[src/rtl/bgen_pkg.sv]
package bgen_pkg;
  localparam int WORD_W  = 32;
  localparam int DIV_W   = 12;
  localparam int PRE_BIT = 0;
  localparam int DIV_LSB = 1;
  localparam int EN_BIT  = 16;

  typedef struct packed {
    logic             en;
    logic [DIV_W-1:0] div;
    logic             pre;
  } cfg_t;

  function automatic cfg_t word_to_cfg(input logic [WORD_W-1:0] w);
    cfg_t c;
    c.en  = w[EN_BIT];
    c.div = w[DIV_LSB +: DIV_W];
    c.pre = w[PRE_BIT];
    return c;
  endfunction

  function automatic logic [WORD_W-1:0] cfg_to_word(input cfg_t c);
    logic [WORD_W-1:0] w;
    w = '0;
    w[EN_BIT]            = c.en;
    w[DIV_LSB +: DIV_W]  = c.div;
    w[PRE_BIT]           = c.pre;
    return w;
  endfunction
endpackage

[src/rtl/bgen_regs.sv]
module bgen_regs
  import bgen_pkg::*;
#(
  parameter int GRP_CH  = 4,
  parameter int NUM_GRP = 2,
  localparam int NUM_CH = GRP_CH * NUM_GRP,
  localparam int IDX_W  = (GRP_CH > 1) ? $clog2(GRP_CH) : 1,
  localparam int GRP_W  = (NUM_GRP > 1) ? $clog2(NUM_GRP) : 1
) (
  input  logic              clk_i,
  input  logic              rst_ni,
  input  logic              we_i,
  input  logic [GRP_W-1:0]  grp_i,
  input  logic [IDX_W-1:0]  idx_i,
  input  logic [WORD_W-1:0] wdata_i,
  output logic [WORD_W-1:0] rdata_o,
  output cfg_t              cfg_o [NUM_CH]
);
  logic [NUM_CH-1:0] hit;

  for (genvar c = 0; c < NUM_CH; c++) begin : g_reg
    assign hit[c] = (grp_i == GRP_W'(c / GRP_CH)) && (idx_i == IDX_W'(c % GRP_CH));

    always_ff @(posedge clk_i or negedge rst_ni) begin
      if (!rst_ni)            cfg_o[c] <= '0;
      else if (we_i && hit[c]) cfg_o[c] <= word_to_cfg(wdata_i);
    end
  end

  always_comb begin
    rdata_o = '0;
    for (int c = 0; c < NUM_CH; c++)
      if (hit[c]) rdata_o = cfg_to_word(cfg_o[c]);
  end
endmodule

[src/rtl/bgen_prescale.sv]
module bgen_prescale #(
  parameter int PRE_DIV = 16,
  localparam int PW = (PRE_DIV > 1) ? $clog2(PRE_DIV) : 1
) (
  input  logic clk_i,
  input  logic rst_ni,
  input  logic run_i,
  input  logic pre_sel_i,
  output logic adv_o
);
  logic [PW-1:0] cnt_q;
  logic          wrap;

  assign wrap  = (cnt_q == PW'(PRE_DIV - 1));
  // free-running while active so a prescale toggle never stalls the divider
  assign adv_o = run_i && (!pre_sel_i || wrap);

  always_ff @(posedge clk_i or negedge rst_ni) begin
    if (!rst_ni)     cnt_q <= '0;
    else if (!run_i) cnt_q <= '0;
    else if (wrap)   cnt_q <= '0;
    else             cnt_q <= cnt_q + 1'b1;
  end
endmodule

[src/rtl/bgen_divider.sv]
module bgen_divider #(
  parameter int DIV_W = 12
) (
  input  logic             clk_i,
  input  logic             rst_ni,
  input  logic             en_i,
  input  logic [DIV_W-1:0] div_i,
  input  logic             adv_i,
  output logic             run_o,
  output logic             tick_o,
  output logic             sclk_o
);
  logic [DIV_W-1:0] cnt_q, cur_q;
  logic             term;

  assign term = (cnt_q == cur_q);

  always_ff @(posedge clk_i or negedge rst_ni) begin
    if (!rst_ni) begin
      run_o <= 1'b0; tick_o <= 1'b0; sclk_o <= 1'b0;
      cnt_q <= '0;   cur_q  <= '0;
    end else if (!en_i) begin
      run_o <= 1'b0; tick_o <= 1'b0; sclk_o <= 1'b0;
      cnt_q <= '0;
    end else if (!run_o) begin
      run_o  <= 1'b1;
      tick_o <= 1'b0;
      cnt_q  <= '0;
      cur_q  <= div_i;
    end else begin
      tick_o <= adv_i && term;
      if (adv_i) begin
        if (term) begin
          cnt_q  <= '0;
          cur_q  <= div_i;           // reload only at period end
          sclk_o <= ~sclk_o;
        end else begin
          cnt_q <= cnt_q + 1'b1;
          if (cnt_q == (cur_q >> 1)) sclk_o <= ~sclk_o;
        end
      end
    end
  end
endmodule

[src/rtl/bgen_bank.sv]
module bgen_bank
  import bgen_pkg::*;
#(
  parameter int GRP_CH  = 4,
  parameter int NUM_GRP = 2,
  parameter int PRE_DIV = 16,
  localparam int NUM_CH = GRP_CH * NUM_GRP,
  localparam int IDX_W  = (GRP_CH > 1) ? $clog2(GRP_CH) : 1,
  localparam int GRP_W  = (NUM_GRP > 1) ? $clog2(NUM_GRP) : 1
) (
  input  logic              clk_i,
  input  logic              rst_ni,
  input  logic              bus_we_i,
  input  logic [GRP_W-1:0]  bus_grp_i,
  input  logic [IDX_W-1:0]  bus_idx_i,
  input  logic [WORD_W-1:0] bus_wdata_i,
  output logic [WORD_W-1:0] bus_rdata_o,
  output logic [NUM_CH-1:0] tick_o,
  output logic [NUM_CH-1:0] sclk_o
);
  cfg_t cfg_q [NUM_CH];

  bgen_regs #(.GRP_CH(GRP_CH), .NUM_GRP(NUM_GRP)) u_regs (
    .clk_i   (clk_i),
    .rst_ni  (rst_ni),
    .we_i    (bus_we_i),
    .grp_i   (bus_grp_i),
    .idx_i   (bus_idx_i),
    .wdata_i (bus_wdata_i),
    .rdata_o (bus_rdata_o),
    .cfg_o   (cfg_q)
  );

  for (genvar c = 0; c < NUM_CH; c++) begin : g_ch
    logic run, adv;

    bgen_prescale #(.PRE_DIV(PRE_DIV)) u_pre (
      .clk_i     (clk_i),
      .rst_ni    (rst_ni),
      .run_i     (run),
      .pre_sel_i (cfg_q[c].pre),
      .adv_o     (adv)
    );

    bgen_divider #(.DIV_W(DIV_W)) u_div (
      .clk_i  (clk_i),
      .rst_ni (rst_ni),
      .en_i   (cfg_q[c].en),
      .div_i  (cfg_q[c].div),
      .adv_i  (adv),
      .run_o  (run),
      .tick_o (tick_o[c]),
      .sclk_o (sclk_o[c])
    );
  end
endmodule

[config.mk]
export PLATFORM = sky130hd
export DESIGN_NAME = bgen_bank
export DESIGN_NICKNAME = d
export VERILOG_FILES = /design/src/rtl/bgen_pkg.sv /design/src/rtl/bgen_regs.sv /design/src/rtl/bgen_prescale.sv /design/src/rtl/bgen_divider.sv /design/src/rtl/bgen_bank.sv
export SDC_FILE = /design/constraint.sdc
export NUM_CORES = 1
export LEC_CHECK = 0
export CORE_UTILIZATION = 50
export CTS_CLUSTER_SIZE = 28
export DETAILED_ROUTE_END_ITERATION = 6
export PLACE_DENSITY = 0.68
export SYNTH_ARGS = -nofsm -noshare
export SYNTH_HDL_FRONTEND = slang
export SYNTH_SLANG_ARGS = --single-unit
[constraint.sdc]
create_clock -name clk_i -period 4.45 [get_ports clk_i]
set_input_delay 0.6675 -clock clk_i [delete_from_list [all_inputs] [get_ports clk_i]]
set_output_delay 0.6675 -clock clk_i [all_outputs]
set_load 0.01 [all_outputs]
==> results of run 1 <==
-- power by group --
group	switching, mW	internal (mW)	total (mW)
Sequential	0.965	4.03	4.99
Clock	1.34	2.10	3.44
Combinational	1.14	1.49	2.63
Total	3.45	7.62	11.1
-- final cells by class --
type                    count  area, um^2
well taps                 504         631
multi-input cells        1137        9250
repair buffers             65         648
clock buffers              57        1200
fillers                  3117       16000
flip-flops and latches    360        9010
clock inverters            13         175
inverters                  24        90.1
-- final timing paths --
kind | startpoint | end | slack (ns) | cells after the start
worst max-delay path | bus_idx_i[1] | bus_rdata_o[7] | 0.99 | 5
worst min-delay path | rst_ni | g_ch[5].u_div.cnt_q[2] | 0.22 | 1
worst max register to register | g_ch[7].u_div.cnt_q[1] | g_ch[7].u_div.cur_q[0] | 1.92 | 5
worst min register to register | g_ch[7].u_pre.cnt_q[0] | g_ch[7].u_pre.cnt_q[0] | 0.48 | 1
max in group asynchronous | rst_ni | g_ch[6].u_div.cnt_q[4] | 3.19 | 2
min in group clk_i | g_ch[7].u_pre.cnt_q[0] | g_ch[7].u_pre.cnt_q[0] | 0.48 | 1
-- cells by family (layout without fill, tap and decap cells) --
group / Yosys count / count (layout) / synth area share
buffers and inverters: 150 / 159 / 0.0423
adders and majority gates: 16 / 16 / 0.0105
and+or+nand+nor: 437 / 437 / 0.130
xor gates and xnor gates: 206 / 206 / 0.0951
muxes: 266 / 266 / 0.181
other: 1 / 18 / 0.000198
AOI/OAI and AO/OA: 194 / 194 / 0.0666
DFF: 360 / 360 / 0.475
-- cell usage in the layout (no fill, tap or decap), types with 10 or more instances in the layout --
cell,count
mux2i_1,14
dfrtp_1,360
and3_1,35
clkbuf_16,41
conb_1,18
mux2_2,130
a31oi_1,10
a22o_1,11
nand3_1,71
nand2b_1,14
nand4_1,41
nor2_1,44
clkbuf_8,11
mux2_4,36
xor2_1,124
nor3b_1,14
buf_4,13
nand2_1,81
a21o_1,29
a21oi_1,35
xnor2_1,82
inv_1,24
nor3_1,22
clkdlybuf4s50_1,47
o21ai_0,66
mux4_2,28
ha_1,16
nor4_1,30
and2_1,30
mux2_1,58
-- stage by stage --
step | hold slack (ns) | setup slack [ns]
after detailed placement | 0.479 | 1.00
final | 0.215 | 0.990
after floorplan | 0.372 | 1.58
after CTS | 0.303 | 1.00
after global placement | 0.470 | 1.01
after global routing | 0.310 | 0.916
-- critical path, cell delays in order --
cell and delay (ns):
clkdlybuf4s50_1 0.46, buf_4 0.40, mux4_2 0.41, mux2_2 0.33
clkdlybuf4s50_1 0.49
-- registers in the layout, indices dropped and copies added (netlist names) --
register and count:
g_ch.u_div.sclk_o 8, u_regs.cfg_o 112, g_ch.u_div.cnt_q 96, g_ch.u_pre.cnt_q 32
g_ch.u_div.tick_o 8, g_ch.u_div.run_o 8, g_ch.u_div.cur_q 96
-- metal layers --
layer	routed length, um	up-vias	part of all wire	GRT usage
li1	-	5779	-	-
met1	20100	6357	0.47	0.329
met2	19500	250	0.46	0.351
met3	2040	62	0.048	0.0392
met4	809	2	0.019	0.0646
met5	13	-	0.00031	0
==> qor.yml, run 1 <==
status: "completed"
dp_hpwl_um: 29700
fin_cells: 2160
cap_violations: 0
crit_type: "in2out"
p_per_area_nw_per_um2: 527
clk_path_buf_depth: 3
cp-start-kind: "input port"
leakage_nw: 9.33
final_area_um2: 21000
place_congestion: 0.865
fin_skew_ns: 0.0128
synth_common_cells: "360 x dfrtp_1, 130 x mux2_2, 124 x xor2_1"
start_util: 0.514
cts_max_level: 2
wl_per_cell_um: 19.6
finalSetupViolations: 0
endpoint_kind: "output port"
slew_viol_final: 0
cp.arrival_ns: 2.79
finalHoldViolCount: 0
clock-root-buffer: "clkbuf_16"
syn_area_um2: 19000
hold_buffers: 0
synth_warnings: 0
grt_max_degree: 133
first_pass_iters: 5
post-route-period-util: 0.777
grt_pass1_vias: 12400
dpl_cell_area_um2: 19600
grt_overflow: 0
worstPathRequired_ns: 3.78
finalCoreUtilization: 0.568
synthToLayoutAreaGrowth_pct: 10.6
fp.coreArea_um2: 37000
grt_pass1_wl_um: 69200
grtUsageTotal: 0.227
tns_ns: 0
vias: 12500
async_flop_share: 1.00
post_cts_resized: 0
ant_nets: 0
wirelength_um: 42400
io_buffers: 49
worst_slew_pin_slew_ns: 1.10
synthTopCellsByArea: "dfrtp_1 47%, mux2_2 7.7%, xor2_1 5.7%"
postCtsSetupRepairBufs: 0
min_path_type: "in2async"
io_pins: 86
drive_above_1_share: 0.185
synth.top_cell.area_share: 0.475
yosysSeqAreaShare: 0.475
clk_latency_ns: 0.55
numPlacedInstances: 2090
die_h_um: 197
synth_seq_cells: 360
clock-sinks: 360
synth_ff_type: "dfrtp_1"
cts_tree: "built"
yosysMostFrequentCell: "dfrtp_1"
antenna_found_initial: 1
synthCells: 1630
numCtsBuffers: 40
fmax_mhz: 289
finalPower_mw: 11.1
avgViaCountPerCell: 5.76
cts.clk_slew.worst_paths_ns: 0.06
final_net_count: 1682
ys_types: 67
path_max_fanout: 36
die_area_um2: 38700
core.rowCount: 70
post_synth.cell_area_avg_um2: 11.6
antenna_cells: 0
peakVddDrop_v: 0.000283
synth_edf_count: 0
die_x_um: 197
min_period_ns: 3.46
drt_iter0_drc: 730
rsz0062_at_grt: "no"
relSlewSlack: 0.263
drc: 0
synth_area_leader_cell: "dfrtp_1"
Note: power is estimated with default switching activity, not from simulation.
==> run 2, diff against run 1 <==
==> constraint.sdc (replaced) <==
create_clock -name clk_i -period 3.3 [get_ports clk_i]
set_input_delay 0.495 -clock clk_i [delete_from_list [all_inputs] [get_ports clk_i]]
set_output_delay 0.495 -clock clk_i [all_outputs]
set_load 0.01 [all_outputs]
==> qor.yml, run 2 (synthesized netlist as in run 1, its figures left out) <==
crit_family: "buffers and inverters"
die_x_um: 197  # unchanged
largest_reg_flops: 112  # unchanged
wl_met2_um: 19600  # +0.78%
clock_power_share: 0.325  # +0.014
finalPower_mw: 15.2  # +38%
clock-root-buffer: "clkbuf_16"
finalCoreUtilization: 0.573  # +0.00521
mostFrequentLayoutCells: "360 x dfrtp_1, 130 x mux2_2, 124 x xor2_1"
finalSetupViolations: 0  # unchanged
worst_slew_pin_slew_ns: 1.03  # -0.0685 ns
postCtsSetupRepairBufs: 0  # unchanged
final_area_um2: 21200  # +0.92%
grt_max_degree: 93  # -30%
grt_overflow: 0  # unchanged
path_cells: "clkdlybuf4s50_1, buf_12, mux4_2, mux2_2, clkdlybuf4s50_1"
start_util: 0.514  # unchanged
reg_top3: "u_regs.cfg_o: 112 flops, g_ch.u_div.cnt_q: 96 flops, g_ch.u_div.cur_q: 96 flops"
fin_cells: 2171  # +0.51%
first_pass_iters: 5  # unchanged
cap_violations: 0  # unchanged
pre_cts_ws_ns: 0.380  # -0.623 ns
grt_pass1_wl_um: 69900  # +1.1%
min_period_ns: 2.93
met3_length_um: 2350  # +15%
ant_nets: 0  # unchanged
timing.final.ws_setup_ns: 0.366  # -0.624 ns
grtUsageTotal: 0.229  # +0.00161
worstPathRequired_ns: 2.80  # -0.98 ns
crit_type: "in2out"
netSwitchingPower_mw: 4.70  # +36%
fin_skew_ns: 0.0253  # +0.0126 ns
numCtsBuffers: 41  # +2.5%
clk_latency_ns: 0.57  # +0.02 ns
dpl_cell_area_um2: 19700  # +0.40%
endpoint_kind: "output port"
dp_hpwl_um: 29900  # +0.75%
fmax_mhz: 341
numPlacedInstances: 2097  # +0.33%
rsz0062_at_grt: "no"
cp-start-kind: "input port"
grt_pass1_vias: 12700  # +2.3%
min_path_type: "reg2reg"
io_pins: 86  # unchanged
comb_power_share: 0.234  # -0.004
p_seq_frac: 0.441  # -0.010
vias: 12600  # +1.3%
wl_per_cell_um: 19.4  # -1.3%
drt_iter0_drc: 836  # +15%
crit_top_cell: "clkdlybuf4s50_1"
cts_tree: "built"
core.rowCount: 70  # unchanged
die_area_um2: 38700  # unchanged
hold_ws_ns: 0.493  # +0.278 ns
largest_register: "u_regs.cfg_o"
routed.top_layer: "met4"
p_int_mw: 10.5  # +38%
slew_viol_final: 0  # unchanged
critical-path-slowest-cell: "clkdlybuf4s50_1"
clock-sinks: 360  # unchanged
die_h_um: 197  # unchanged
p_sw_frac: 0.309  # -0.00272
status: "completed"
wirelength_um: 42100  # -0.83%
synthToLayoutAreaGrowth_pct: 11.7
clk_path_buf_depth: 3  # unchanged
antenna_found_initial: 0  # -1
finalHoldViolCount: 0  # unchanged
critPathBufInv: 3  # unchanged
met1_length_um: 19000  # -5.4%
cts.clk_slew.worst_paths_ns: 0.06  # about the same
final_net_count: 1691  # +0.54%
cp.arrival_ns: 2.44  # -0.35 ns
avgViaCountPerCell: 5.81  # +0.80%
drive_above_1_share: 0.189  # +0.00418
layout_commonest_cell: "dfrtp_1"
fp.coreArea_um2: 37000  # unchanged
path_max_fanout: 36  # unchanged
place_congestion: 0.838  # -3.1%
leakage_nw: 9.42  # +0.94%
tns_ns: 0  # unchanged
peakVddDrop_v: 0.000541  # +91%
post_cts_resized: 0  # unchanged
post-route-period-util: 0.889
slowest_delay_ns: 0.51  # +0.02 ns
relSlewSlack: 0.309  # +0.0455
antenna_cells: 0  # unchanged
drc: 0  # unchanged
cts_max_level: 2  # unchanged
p_per_area_nw_per_um2: 718  # +36%
io_buffers: 49  # unchanged
-- run 2: worst reg2reg max path, cell delays in order (launching register included) --
cell and delay (ns):
dfrtp_1 0.45, xor2_1 0.18, nor4_2 0.46, a31oi_4 0.23, nor3_4 0.66, mux2_1 0.39
-- run 2: power by group through the flow --
stage	sequential [mW]	combinational (mW)	clock, mW
global route	6.87	3.94	5.24
detailed placement	6.79	3.55	0
floorplan	6.29	2.92	0
finish	6.72	3.56	4.95
CTS	6.72	3.58	5.07
global placement	6.73	3.44	0
-- run 2: final timing paths --
check / from / end / slack (ns) / depth (start not counted)
min reg2reg: g_ch[7].u_pre.cnt_q[0] / g_ch[7].u_pre.cnt_q[0] / 0.49 / 1
max: bus_idx_i[1] / bus_rdata_o[0] / 0.37 / 5
min: g_ch[7].u_pre.cnt_q[0] / g_ch[7].u_pre.cnt_q[0] / 0.49 / 1
max in group asynchronous: rst_ni / g_ch[6].u_div.cur_q[0] / 1.87 / 3
min in group asynchronous: rst_ni / g_ch[5].u_div.tick_o / 0.58 / 2
max reg2reg: g_ch[7].u_div.cnt_q[7] / g_ch[7].u_div.cur_q[0] / 0.81 / 5
-- run 2: final cells by class --
class	count	area, um^2
Fill cell	3095	15800
Inverter	24	90.1
Multi-Input combinational cell	1137	9250
Clock buffer	52	1130
Sequential cell	360	9010
Clock inverter	21	348
Tap cell	504	631
Timing Repair Buffer	73	736
-- run 2: routing by layer --
metal	track usage	vias to the layer above
met5	0	-
met4	0.0769	0
met3	0.0392	69
met2	0.357	305
met1	0.323	6425
li1	-	5815
-- run 2: repair_timing --
action / 4_1_cts / 5_1_grt
hold buffers: 1 / 0
setup endpoints to repair: 0 / 0
hold endpoints to repair: 85 / 0
==> run 3, diff against run 2 <==
--- a/config.mk
+++ b/config.mk
@@ -5,10 +5,10 @@
 export SDC_FILE = /design/constraint.sdc
 export NUM_CORES = 1
 export LEC_CHECK = 0
-export CORE_UTILIZATION = 50
+export CORE_UTILIZATION = 58
 export CTS_CLUSTER_SIZE = 28
 export DETAILED_ROUTE_END_ITERATION = 6
-export PLACE_DENSITY = 0.68
+export PLACE_DENSITY = 0.77
 export SYNTH_ARGS = -nofsm -noshare
 export SYNTH_HDL_FRONTEND = slang
 export SYNTH_SLANG_ARGS = --single-unit
==> qor.yml, run 3 (synthesized netlist as in run 1, its figures left out) <==
cp.arrival_ns: 2.44  # about the same
final_net_count: 1691  # unchanged
wirelength_um: 42100  # about the same
finalSetupViolations: 0  # unchanged
numCtsBuffers: 39  # -4.9%
tns_ns: 0  # unchanged
clock-sinks: 360  # unchanged
p_per_area_nw_per_um2: 713  # -0.71%
multi_input_area_um2: 9250  # unchanged
die_area_um2: 33500  # -14%
grt_max_degree: 97  # +4.3%
cts_max_level: 2  # unchanged
die_h_um: 183  # -7.1%
worstSetupStartpoint: "bus_idx_i[1]"
antenna_cells: 0  # unchanged
post-route-period-util: 0.890  # about the same
drc: 0  # unchanged
hold_start: "g_ch[7].u_pre.cnt_q[0]"
finalPower_mw: 15.0  # -1.5%
place_congestion: 0.889  # +6.0%
drt_iter0_drc: 936  # +12%
clk_latency_ns: 0.54  # -0.03 ns
p_int_mw: 10.3  # -2.1%
grtUsageTotal: 0.262  # +0.0334
fmax_mhz: 341  # about the same
netSwitchingPower_mw: 4.69  # -0.25%
wl_per_cell_um: 20.0  # +3.4%
reg_top3: "u_regs.cfg_o: 112 flops, g_ch.u_div.cnt_q: 96 flops, g_ch.u_div.cur_q: 96 flops"
clock-root-buffer: "clkbuf_16"
ant_nets: 0  # unchanged
crit_top_cell: "clkdlybuf4s50_1"
n_fill_cell: 2388  # -23%
path_max_fanout: 36  # unchanged
largest_reg_flops: 112  # unchanged
cts_tree: "built"
worst_slew_pin_slew_ns: 1.00  # -0.0271 ns
grt_pass1_wl_um: 69200  # -1.1%
mostFrequentLayoutCells: "360 x dfrtp_1, 130 x mux2_2, 124 x xor2_1"
cap_violations: 0  # unchanged
layout_commonest_cell: "dfrtp_1"
p_sw_frac: 0.313  # +0.00404
leakage_nw: 9.39  # -0.29%
peakVddDrop_v: 0.000492  # -9.1%
first_pass_iters: 5  # unchanged
min_path_type: "reg2reg"
relSlewSlack: 0.327  # +0.0182
slew_viol_final: 0  # unchanged
worstPathRequired_ns: 2.80  # about the same
path_cells: "clkdlybuf4s50_1, buf_12, mux4_2, mux2_2, clkdlybuf4s50_1"
min_period_ns: 2.94  # +0.00263 ns
endpoint_kind: "output port"
core.rowCount: 65  # -7.1%
reg2reg_from: "g_ch[7].u_div.cnt_q[7]"
p_seq_frac: 0.449  # +0.008
cts.clk_slew.worst_paths_ns: 0.06  # about the same
antenna_found_initial: 0  # unchanged
rsz0062_at_grt: "no"
finalHoldViolCount: 0  # unchanged
slowest_delay_ns: 0.51  # about the same
grt_pass1_vias: 12700  # +0.24%
drive_above_1_share: 0.189  # -0.000260
seq_area_um2: 9010  # unchanged
vias: 12600  # +0.16%
status: "completed"
synthToLayoutAreaGrowth_pct: 10.7
grt_overflow: 0  # unchanged
comb_power_share: 0.242  # +0.008
critical-path-slowest-cell: "clkdlybuf4s50_1"
io_buffers: 49  # unchanged
fp.coreArea_um2: 31900  # -14%
dp_hpwl_um: 29400  # -1.6%
avgViaCountPerCell: 6.02  # +3.6%
largest_register: "u_regs.cfg_o"
clk_path_buf_depth: 3  # unchanged
die_x_um: 183  # -7.1%
crit_type: "in2out"
clock_power_share: 0.309  # -0.016
fin_skew_ns: 0.0167  # -0.00860 ns
cp-start-kind: "input port"
start_util: 0.595  # +0.0818
io_pins: 86  # unchanged
[run 3: changes by cell type in the layout (fill, tap and decap cells not counted), moves of 2 or more]
cell | previous run | this run
buf_4 | 18 | 20
bufinv_16 | 8 | 6
clkbuf_1 | 6 | 4
clkinv_2 | 5 | 7
clkinvlp_4 | 5 | 3
[run 3: final cells by class]
type                    instances  area share
multi-input cells            1137       0.440
flip-flops and latches        360       0.429
clock buffers                  49      0.0522
repair buffers                 75      0.0357
well taps                     435      0.0259
clock inverters                19      0.0131
inverters                      24     0.00429
[run 3: metal layers]
layer  global-route usage  vias up  share of wire
met5                    0        -              0
met4               0.0773        0          0.022
met3               0.0318       70          0.044
met2                0.421      300           0.48
met1                0.377     6452           0.46
li1                     -     5812              -
[run 3: repair_timing]
action | in CTS | in global routing
buffers inserted | 0 | 0
gates resized for setup | 0 | 0
hold endpoints to repair | 69 | 0
hold buffers | 1 | 0
[run 3: through the flow]
step / instance area, um^2 / hold WS [ns] / setup slack (ns) / util / std cells
2_1_floorplan: 19000 / 0.199 / 0.778 / - / 1647
3_3_place_gp: 19600 / 0.470 / 0.388 / 0.616 / 2030
3_5_place_dp: 19600 / 0.492 / 0.381 / 0.616 / 2030
4_1_cts: 21000 / 0.501 / 0.372 / 0.659 / 2099
5_1_grt: 21000 / 0.521 / 0.345 / 0.659 / 2099
6_report: 21000 / 0.500 / 0.364 / 0.659 / 2099
[run 3: worst paths after layout]
path / to / slack (ns) / cells past startpoint
setup / recovery: bus_rdata_o[6] / 0.36 / 5
hold / removal: g_ch[7].u_pre.cnt_q[0] / 0.50 / 1
setup reg to reg: g_ch[7].u_div.cur_q[1] / 0.79 / 5
hold reg to reg: g_ch[7].u_pre.cnt_q[0] / 0.50 / 1
max in group asynchronous: u_regs.cfg_o[83] / 1.81 / 3
min in group asynchronous: g_ch[5].u_div.tick_o / 0.53 / 2
[run 3: power by group through the flow]
stage               logic, mW  registers [mW]  clock network [mW]
finish                   3.62            6.73                4.64
global route             3.96            6.88                4.88
CTS                      3.64            6.72                4.72
detailed placement       3.58            6.78                   0
global placement         3.43            6.71                   0
floorplan                2.92            6.29                   0
[run 3: critical path, delay by kind of cell]
kind	cells	cell delay, ns
buffers and inverters	3	1.21
multiplexers	2	0.71
